## src/rtl/sbu_pkg.sv

```systemverilog
package sbu_pkg;
    typedef enum logic [1:0] {
        SQ_IDLE    = 2'd0,
        SQ_ARMED   = 2'd1,
        SQ_BLOCKED = 2'd2,
        SQ_OPEN    = 2'd3
    } sq_mode_e;
endpackage

```

## src/rtl/sbu_opt_reg.sv

```systemverilog
module sbu_opt_reg #(
    parameter int OPT_W  = 8,
    parameter int RSV_HI = 4,
    parameter int RSV_LO = 2
) (
    input  logic             clk,
    input  logic             rst_n,
    input  logic [OPT_W-1:0] nv_opt_i,
    output logic [OPT_W-1:0] opt_o
);
    localparam int RSV_N = RSV_HI - RSV_LO + 1;
    localparam logic [OPT_W-1:0] RSV_MASK = OPT_W'(((1 << RSV_N) - 1) << RSV_LO);

    logic [OPT_W-1:0] opt_d, opt_q;

    // Outside reset the register only holds its value.
    always_comb begin
        opt_d = opt_q;
    end

    always_ff @(posedge clk) begin
        if (!rst_n) opt_q <= nv_opt_i & ~RSV_MASK;
        else        opt_q <= opt_d;
    end

    assign opt_o = opt_q;
endmodule

```

## src/rtl/sbu_key_sel.sv

```systemverilog
module sbu_key_sel #(
    parameter int NB = 8,
    parameter int BW = 8,
    parameter int IW = (NB > 1) ? $clog2(NB) : 1
) (
    input  logic [NB*BW-1:0] nv_key_i,
    input  logic [IW-1:0]    idx_i,
    input  logic [BW-1:0]    data_i,
    output logic             match_o
);
    logic [NB-1:0] hit;

    // One comparator per key byte; only the addressed one may report a hit.
    for (genvar g = 0; g < NB; g++) begin : g_byte
        assign hit[g] = (idx_i == IW'(g)) && (nv_key_i[g*BW +: BW] == data_i);
    end

    assign match_o = |hit;
endmodule

```

## src/rtl/sbu_seq.sv

```systemverilog
module sbu_seq
    import sbu_pkg::*;
#(
    parameter int NB = 8,
    parameter int IW = (NB > 1) ? $clog2(NB) : 1
) (
    input  logic          clk,
    input  logic          rst_n,
    input  logic          gate_ok_i,
    input  logic          start_i,
    input  logic          kw_valid_i,
    input  logic          kw_dbg_i,
    input  logic [IW-1:0] kw_idx_i,
    input  logic          byte_ok_i,
    output logic [IW-1:0] idx_o,
    output logic          open_o
);
    localparam logic [IW-1:0] LAST = IW'(NB - 1);

    typedef struct packed {
        sq_mode_e      mode;
        logic [IW-1:0] idx;
    } seq_t;

    seq_t st_d, st_q;

    always_comb begin
        st_d = st_q;
        if (start_i && gate_ok_i &&
            (st_q.mode == SQ_IDLE || st_q.mode == SQ_ARMED)) begin
            // Start has priority over a write in the same cycle.
            st_d.mode = SQ_ARMED;
            st_d.idx  = '0;
        end else if (kw_valid_i && st_q.mode == SQ_ARMED) begin
            if (kw_dbg_i || kw_idx_i != st_q.idx) begin
                st_d.mode = SQ_IDLE;
                st_d.idx  = '0;
            end else if (!byte_ok_i) begin
                st_d.mode = SQ_BLOCKED;
                st_d.idx  = '0;
            end else if (st_q.idx == LAST) begin
                st_d.mode = SQ_OPEN;
                st_d.idx  = '0;
            end else begin
                st_d.idx = st_q.idx + 1'b1;
            end
        end
    end

    always_ff @(posedge clk) begin
        if (!rst_n) begin
            st_q.mode <= SQ_IDLE;
            st_q.idx  <= '0;
        end else begin
            st_q <= st_d;
        end
    end

    assign idx_o  = st_q.idx;
    assign open_o = (st_q.mode == SQ_OPEN);
endmodule

```

## src/rtl/sec_backdoor_unlock.sv

```systemverilog
module sec_backdoor_unlock #(
    parameter int KEY_BYTES = 8,
    parameter int BYTE_W    = 8,
    parameter int OPT_W     = 8,
    parameter int ENA_BIT   = 7,
    parameter int NORED_BIT = 6,
    parameter int RSV_HI    = 4,
    parameter int RSV_LO    = 2,
    parameter int SEC_LSB   = 0,
    parameter int SEC_W     = 2,
    parameter logic [SEC_W-1:0] UNSEC_CODE = 2'b10,
    localparam int IDX_W    = (KEY_BYTES > 1) ? $clog2(KEY_BYTES) : 1
) (
    input  logic                        clk,
    input  logic                        rst_n,
    input  logic [OPT_W-1:0]            nv_opt_i,
    input  logic [KEY_BYTES*BYTE_W-1:0] nv_key_i,
    input  logic                        start_i,
    input  logic                        kw_valid_i,
    input  logic                        kw_dbg_i,
    input  logic [IDX_W-1:0]            kw_idx_i,
    input  logic [BYTE_W-1:0]           kw_data_i,
    output logic [OPT_W-1:0]            opt_o,
    output logic                        redir_en_o,
    output logic                        secured_o,
    output logic                        unlock_o
);
    logic [OPT_W-1:0] opt;
    logic [IDX_W-1:0] exp_idx;
    logic             byte_ok;
    logic             open;
    logic             field_sec;
    logic             gate_ok;

    sbu_opt_reg #(
        .OPT_W  (OPT_W),
        .RSV_HI (RSV_HI),
        .RSV_LO (RSV_LO)
    ) opt_i (
        .clk      (clk),
        .rst_n    (rst_n),
        .nv_opt_i (nv_opt_i),
        .opt_o    (opt)
    );

    // Compare the written byte against the stored byte at the expected index.
    sbu_key_sel #(
        .NB (KEY_BYTES),
        .BW (BYTE_W),
        .IW (IDX_W)
    ) key_i (
        .nv_key_i (nv_key_i),
        .idx_i    (exp_idx),
        .data_i   (kw_data_i),
        .match_o  (byte_ok)
    );

    sbu_seq #(
        .NB (KEY_BYTES),
        .IW (IDX_W)
    ) seq_i (
        .clk        (clk),
        .rst_n      (rst_n),
        .gate_ok_i  (gate_ok),
        .start_i    (start_i),
        .kw_valid_i (kw_valid_i),
        .kw_dbg_i   (kw_dbg_i),
        .kw_idx_i   (kw_idx_i),
        .byte_ok_i  (byte_ok),
        .idx_o      (exp_idx),
        .open_o     (open)
    );

    assign field_sec  = (opt[SEC_LSB +: SEC_W] != UNSEC_CODE);
    assign gate_ok    = opt[ENA_BIT] && field_sec;
    assign opt_o      = opt;
    assign redir_en_o = ~opt[NORED_BIT];
    assign secured_o  = field_sec && !open;
    assign unlock_o   = open;
endmodule

```

## config.mk

```make
export PLATFORM = sky130hd
export DESIGN_NAME = sec_backdoor_unlock
export DESIGN_NICKNAME = d
export VERILOG_FILES = /design/src/rtl/sbu_pkg.sv /design/src/rtl/sbu_opt_reg.sv /design/src/rtl/sbu_key_sel.sv /design/src/rtl/sbu_seq.sv /design/src/rtl/sec_backdoor_unlock.sv
export SDC_FILE = /design/constraint.sdc
export NUM_CORES = 1
export LEC_CHECK = 0
export BUFFER_PORTS_ARGS = -buffer_cell sky130_fd_sc_hd__buf_2
export CAP_MARGIN = 0
export CORE_ASPECT_RATIO = 1.75
export CORE_MARGIN = 4
export CORE_UTILIZATION = 30
export CTS_CLUSTER_SIZE = 16
export DETAILED_ROUTE_END_ITERATION = 10
export GPL_TIMING_DRIVEN = 0
export PLACE_DENSITY = 0.63
export SLEW_MARGIN = 10
export SYNTH_ARGS = -nofsm -noshare
export SYNTH_HDL_FRONTEND = slang
export SYNTH_SLANG_ARGS = --single-unit
export TNS_END_PERCENT = 1
```

## constraint.sdc

```tcl
create_clock -name clk -period 4.7 [get_ports clk]
set_clock_uncertainty 0.2 [all_clocks]
set_input_delay 0.705 -clock clk [delete_from_list [all_inputs] [get_ports clk]]
set_output_delay 0.705 -clock clk [all_outputs]
set_load 0.01 [all_outputs]
```

# Yosys cells after proc, flatten, opt, wreduce, memory -nomap -nowiden
# Cells that the tools add are included.
# word_totals
reg_bits,10
latchBits,0
ram_bits,0
rom_bits,0
input_bits,88
out_inout_bits,11
wordCells,57
mem_count,0
# classes
n_addsub,1
mul,0
div,0
order_cmp,0
eq_ne,21
shift,0
n_mux,6
n_bitwise,2
n_reduce_logical,23
# op_table
cell,count
8-bit equality test,8
1-bit logical AND,13
"3-bit equality test, second input constant",4
5-bit 2-to-1 mux,2
4-bit 2-to-1 mux,2
8-bit OR reduction,1
"3-bit by 2-bit equality test with 1-bit output, second input constant",2
"4-bit inequality test, second input constant",1
2-bit AND reduction,2
"3-bit by 1-bit adder with 3-bit output, second input constant",1
"3-bit by 1-bit equality test with 1-bit output, second input constant",1
3-bit zero test,1
3-bit 2-to-1 mux,1
3-bit inequality test,1
"3-bit inequality test, second input constant",1
"2-bit by 1-bit equality test with 1-bit output, second input constant",1
"2-bit equality test, second input constant",1
2-bit zero test,1
1-bit logical OR,2
2-bit 2-to-1 mux,1
"2-bit inequality test, second input constant",1
1-bit inverter,2
2-bit nonzero test,1
2-bit OR reduction,1
1-bit zero test,1

# Depth between registers and ports, before layout
# depth
word_depth,7
depth_mapped,7
mapped_depth_nobuf,7

# Modules after synthesis
# Synthesis repeated with hierarchy kept, for this count alone.
# hier_totals
cells_unflattened,158
hier_area_um2,1423.9
# by_module_without_submodules
mod,instances,cells_per_inst,area_each_um2,seq_area_each_um2
sbu_key_sel,1,106,868.3,0.0
sbu_seq,1,38,347.8,100.1
sbu_opt_reg,1,10,180.2,150.1
sec_backdoor_unlock,1,4,27.5,0.0

# Worst setup path before layout
# Ideal clock, no wire load.
# synth_path
kind,input port to flip-flop
start,in kw_data_i[3]
end,reg seq_i.st_q[4] (netlist name)
setup_time_ns,0.120
arrival_time_ns,1.776
required_time_ns,4.380
setup_slack_ns,2.605
path_stages,6
n_path_buf,1
cell_sequence,buf_6 -> xor2_1 -> nor4_2 -> a41oi_1 -> and4_4 -> o31a_1
# synth_between
elab_chain_cells,5
word_cells_on_any_way,21
cone_classes,eq/ne (9); mux (2); reduce/logical (10)
# synth_lines
element,line,rtl
start: declaration,sec_backdoor_unlock.sv:22,"input logic [BYTE_W-1:0] kw_data_i,"
8-bit equality test,sbu_key_sel.sv:15,assign hit[g] = (idx_i == IW'(g)) && (nv_key_i[g*BW +: BW] == data_i);
1-bit logical AND,sbu_key_sel.sv:15,
8-bit OR reduction *,sbu_key_sel.sv:18,assign match_o = |hit;
3-bit inequality test (no source line) or 5-bit 2-to-1 mux (tied branches),-,
2-bit AND reduction (no source line) or 5-bit 2-to-1 mux (tied branches),-,
end signal: assignment,sbu_seq.sv:55,st_q <= st_d;
end: declaration,sbu_seq.sv:25,"seq_t st_d, st_q;"
# Mark *: on every way between the ends. The rest lies on a longest branch, timed or not.
# A chain may end at the register's enable or synchronous reset.

# Worst setup path after layout
# layout_path
start,in kw_data_i[7]
end,reg seq_i.st_q[4] (netlist name)
# Same word-level chain as after synthesis.

==> flow_metrics.py <==
metrics = {
    "logic_synthesis": {
        "ys_warn_count": 0,
        "syn_avg_cell_area_um2": 8.664,
        "ys_seq_area_share_pct": 18.17,
        "synth_top_family_by_area": "XOR/XNOR gates",
        "synth_seq_cells": 10,
        "yosysUniqueCellTypes": 28,
        "syn_inst": 159,
        "yosysTopAreaCellShare_pct": 35.60,
        "yosysTopAreaCell": "xnor2_1",
        "syn_area_um2": 1378,
        "synthTopCellsByArea": "xnor2_1 36%, edfxtp_1 11%, dfxtp_1 7.3%",
        "synth-xor-area-share_pct": 42.60,
        "synthSimpleGateAreaFrac_pct": 20.16,
        "synth-adder-area-share_pct": 5.450,
        "synthMuxAreaShare_pct": 0,
        "synth_compound_area_share_pct": 4.087,
    },
    "die": {
        "die-area_um2": 5783,
        "die_h_um": 97.64,
        "die_w_um": 59.23,
        "coreArea_um2": 4444,
        "ios": 99,
        "row_count": 32,
        "initial_core_util_pct": 31.00,
    },
    "timing": {
        "setup_viol": 0,
        "finalHoldViolCount": 0,
        "fmax_mhz": 494.2,
        "maxSlewHeadroom_pct": 61.88,
        "fin_crit_ns": 2.023,
        "rsz0062_at_grt": "false",
        "fin_tns_setup_ns": 0,
        "timing.final.crit_share_pct": 43.05,
        "drv_slew": 0,
        "hold_slack_ns": 0.3496,
        "tightest_slew_ns": 0.5674,
    },
    "route": {
        "viasPerCell": 4.593,
        "wirelength_um": 3811,
        "wl_per_cell_um": 12.70,
        "final_antenna_net_count": 0,
        "drc": 0,
        "drt_iter0_markers": 20,
        "vias": 1378,
        "drt_pass1_iterations": 4,
    },
    "grt": {
        "grt_max_degree": 9,
        "grt-ovfl-total": 0,
        "grt_usage_pct": 13.61,
        "antenna_found_initial": 0,
        "grt_pass1_wl_um": 6099,
        "grt_pass1_vias": 1440,
    },
    "clocking": {
        "clockBufferDepth": 2,
        "cts_buffers": 3,
        "post_cts_buffers": 0,
        "path_clk_slew_ns": 0.05,
        "ctsHoldBuffers": 0,
        "cts_resized": 0,
        "clock-sinks": 10,
        "htree_levels": 1,
        "ctsRootBufferMaster": "clkbuf_8",
        "clk_latency_ns": 0.23,
        "cts_tree": "yes",
    },
    "cells_and_area": {
        "regArea_um2": 250.2,
        "final_layout_size_suffix_gt1_share_pct": 40.16,
        "n_antenna_cell": 0,
        "area_delta_synth_final_pct": 38.96,
        "final_util_pct": 43.07,
        "fillers": 487,
        "final_cells": 300,
        "design_area_um2": 1914,
        "final_nets": 344,
        "multi_input_comb_area_um2": 1007,
    },
    "hold_path": {
        "min-delay-start": "seq_i.idx_o[1]$_SDFFE_PP0P_",
        "holdPathStages": 2,
        "hold_end": "seq_i.idx_o[1]$_SDFFE_PP0P_",
        "hp-class": "reg -> reg",
    },
    "run_status": {
        "outcome": "finished, final reports clean",
    },
    "worst_setup_path": {
        "worstSetupPathType": "in -> reg",
        "crit_top_cell": "nand4_1",
        "path_cells": "buf_4, xnor2_1, nand4_1, nor4_1, nand4_1, and4_4, o31a_1",
        "cp-start-kind": "input pin",
        "critical_path.max_stage_delay_ns": 0.24,
        "path_max_fanout": 8,
        "crit_family": "simple AND/OR/NAND/NOR gates",
        "arrival_ns": 1.95,
        "r2r_slack_ns": 2.77,
        "r2r_end": "seq_i.idx_o[1]$_SDFFE_PP0P_",
        "setup.worst_path.end_class": "register",
        "cp.required_ns": 4.62,
        "r2r.worst_path.cells": 7,
        "path_buf_inv": 1,
        "r2r_start": "seq_i.idx_o[0]$_SDFFE_PP0P_",
        "cp_slowest_cell": "nor4_1",
    },
    "placed_design": {
        "port_buffers": 84,
        "routabilityCongestion": 0.7159,
        "dp_cells": 296,
        "hpwl_um": 3477,
        "place_area_um2": 1869,
    },
    "pwr": {
        "power_leakage_nw": 0.8092,
        "power.density_nw_per_um2": 165.6,
        "peakVddDrop_mv": 0.1131,
    },
    "job": {
        "maxCapViolations": 0,
    },
}
power by group:
group	leakage, nW	total [W]	internal, W	switching (W)
Clock	0.0228	0.0000903	0.0000591	0.0000312
Sequential	0.0893	0.0000982	0.0000964	0.00000183
Combinational	0.697	0.000128	0.0000731	0.0000554
placed cells by master, fill, tap and decap left out, drive strengths merged, types with 5 or more instances in the layout:
cell	instances
edfxtp	5
nand4	13
nand3	8
inv	5
dfxtp	5
ha	6
nand2	8
xor2	11
buf	95
xnor2	56
nor3	6
sequential cells by signal, summed over array words and instances, names as in the netlist:
register / count
opt_i.opt_o: 5
seq_i.st_q: 2
seq_i.idx_o: 3
cell usage after synthesis:
cell type	number
xnor2_1	56
nand4_1	13
xor2_1	11
nand2_1	8
nand3_1	8
buf_6	7
ha_1	6
nor3_1	6
dfxtp_1	5
edfxtp_1	5
inv_1	5
buf_4	4
nor2_1	4
nor4_1	3
o21ai_0	3
a21oi_1	2
nor2b_1	2
a21boi_0	1
a41oi_1	1
and2_1	1
and4_4	1
conb_1	1
nand2b_1	1
nand3b_1	1
nor4_2	1
o22ai_1	1
o31a_1	1
or3_1	1
worst register-to-register path, delay by kind of cell (launching register included):
kind,cells,cell delay [ns]
AO/OA/AOI/OAI,1,0.09
flip-flops,1,0.36
AND/OR/NAND/NOR,4,0.72
adder cells (fa/ha/maj),2,0.46
kinds of logic (layout without fill, tap and decap cells):
group,count (synthesis),count (layout)
fa+ha+maj,6,6
xor+xnor,67,67
simple gates,50,50
flops,10,10
other cells,1,3
compound gates,9,9
buf+inv,16,104
worst max-delay path by stage:
stage,from,endpoint,slack [ns],depth (start not counted)
2_1_floorplan,kw_data_i[3],seq_i.st_q[4]$_SDFFE_PP0P_,2.60,6
3_3_place_gp,kw_data_i[7],seq_i.st_q[4]$_SDFFE_PP0P_,2.44,7
3_5_place_dp,kw_data_i[7],seq_i.st_q[4]$_SDFFE_PP0P_,2.43,7
4_1_cts,kw_data_i[7],seq_i.st_q[4]$_SDFFE_PP0P_,2.68,7
5_1_grt,kw_data_i[5],seq_i.st_q[4]$_SDFFE_PP0P_,2.61,7
6_report,kw_data_i[7],seq_i.st_q[4]$_SDFFE_PP0P_,2.68,7
stage by stage:
step / power (W) / worst slack (ns)
4_1_cts: 0.0003223 / 2.676
2_1_floorplan: 0.0001791 / 2.605
3_3_place_gp: 0.0002284 / 2.437
3_5_place_dp: 0.0002304 / 2.427
6_report: 0.0003170 / 2.677
5_1_grt: 0.0003398 / 2.609
final cells by class:
cell class | count | area share [%]
multi-input cells | 135 | 52.61
inverters | 5 | 0.9804
well taps | 51 | 3.333
clock buffers | 4 | 2.353
plain buffers | 11 | 5.686
repair buffers | 84 | 21.96
flip-flops and latches | 10 | 13.07
routing by layer:
| layer | up-vias | GRT usage, % | wire (um) |
|---|---|---|---|
| met5 | - | 0 | 0 |
| met4 | 0 | 4.887 | 77 |
| met3 | 7 | 2.527 | 293 |
| met2 | 56 | 27.04 | 2244 |
| met1 | 604 | 12.57 | 1195 |
| li1 | 711 | - | - |
Power figures use the tool's default switching activity.
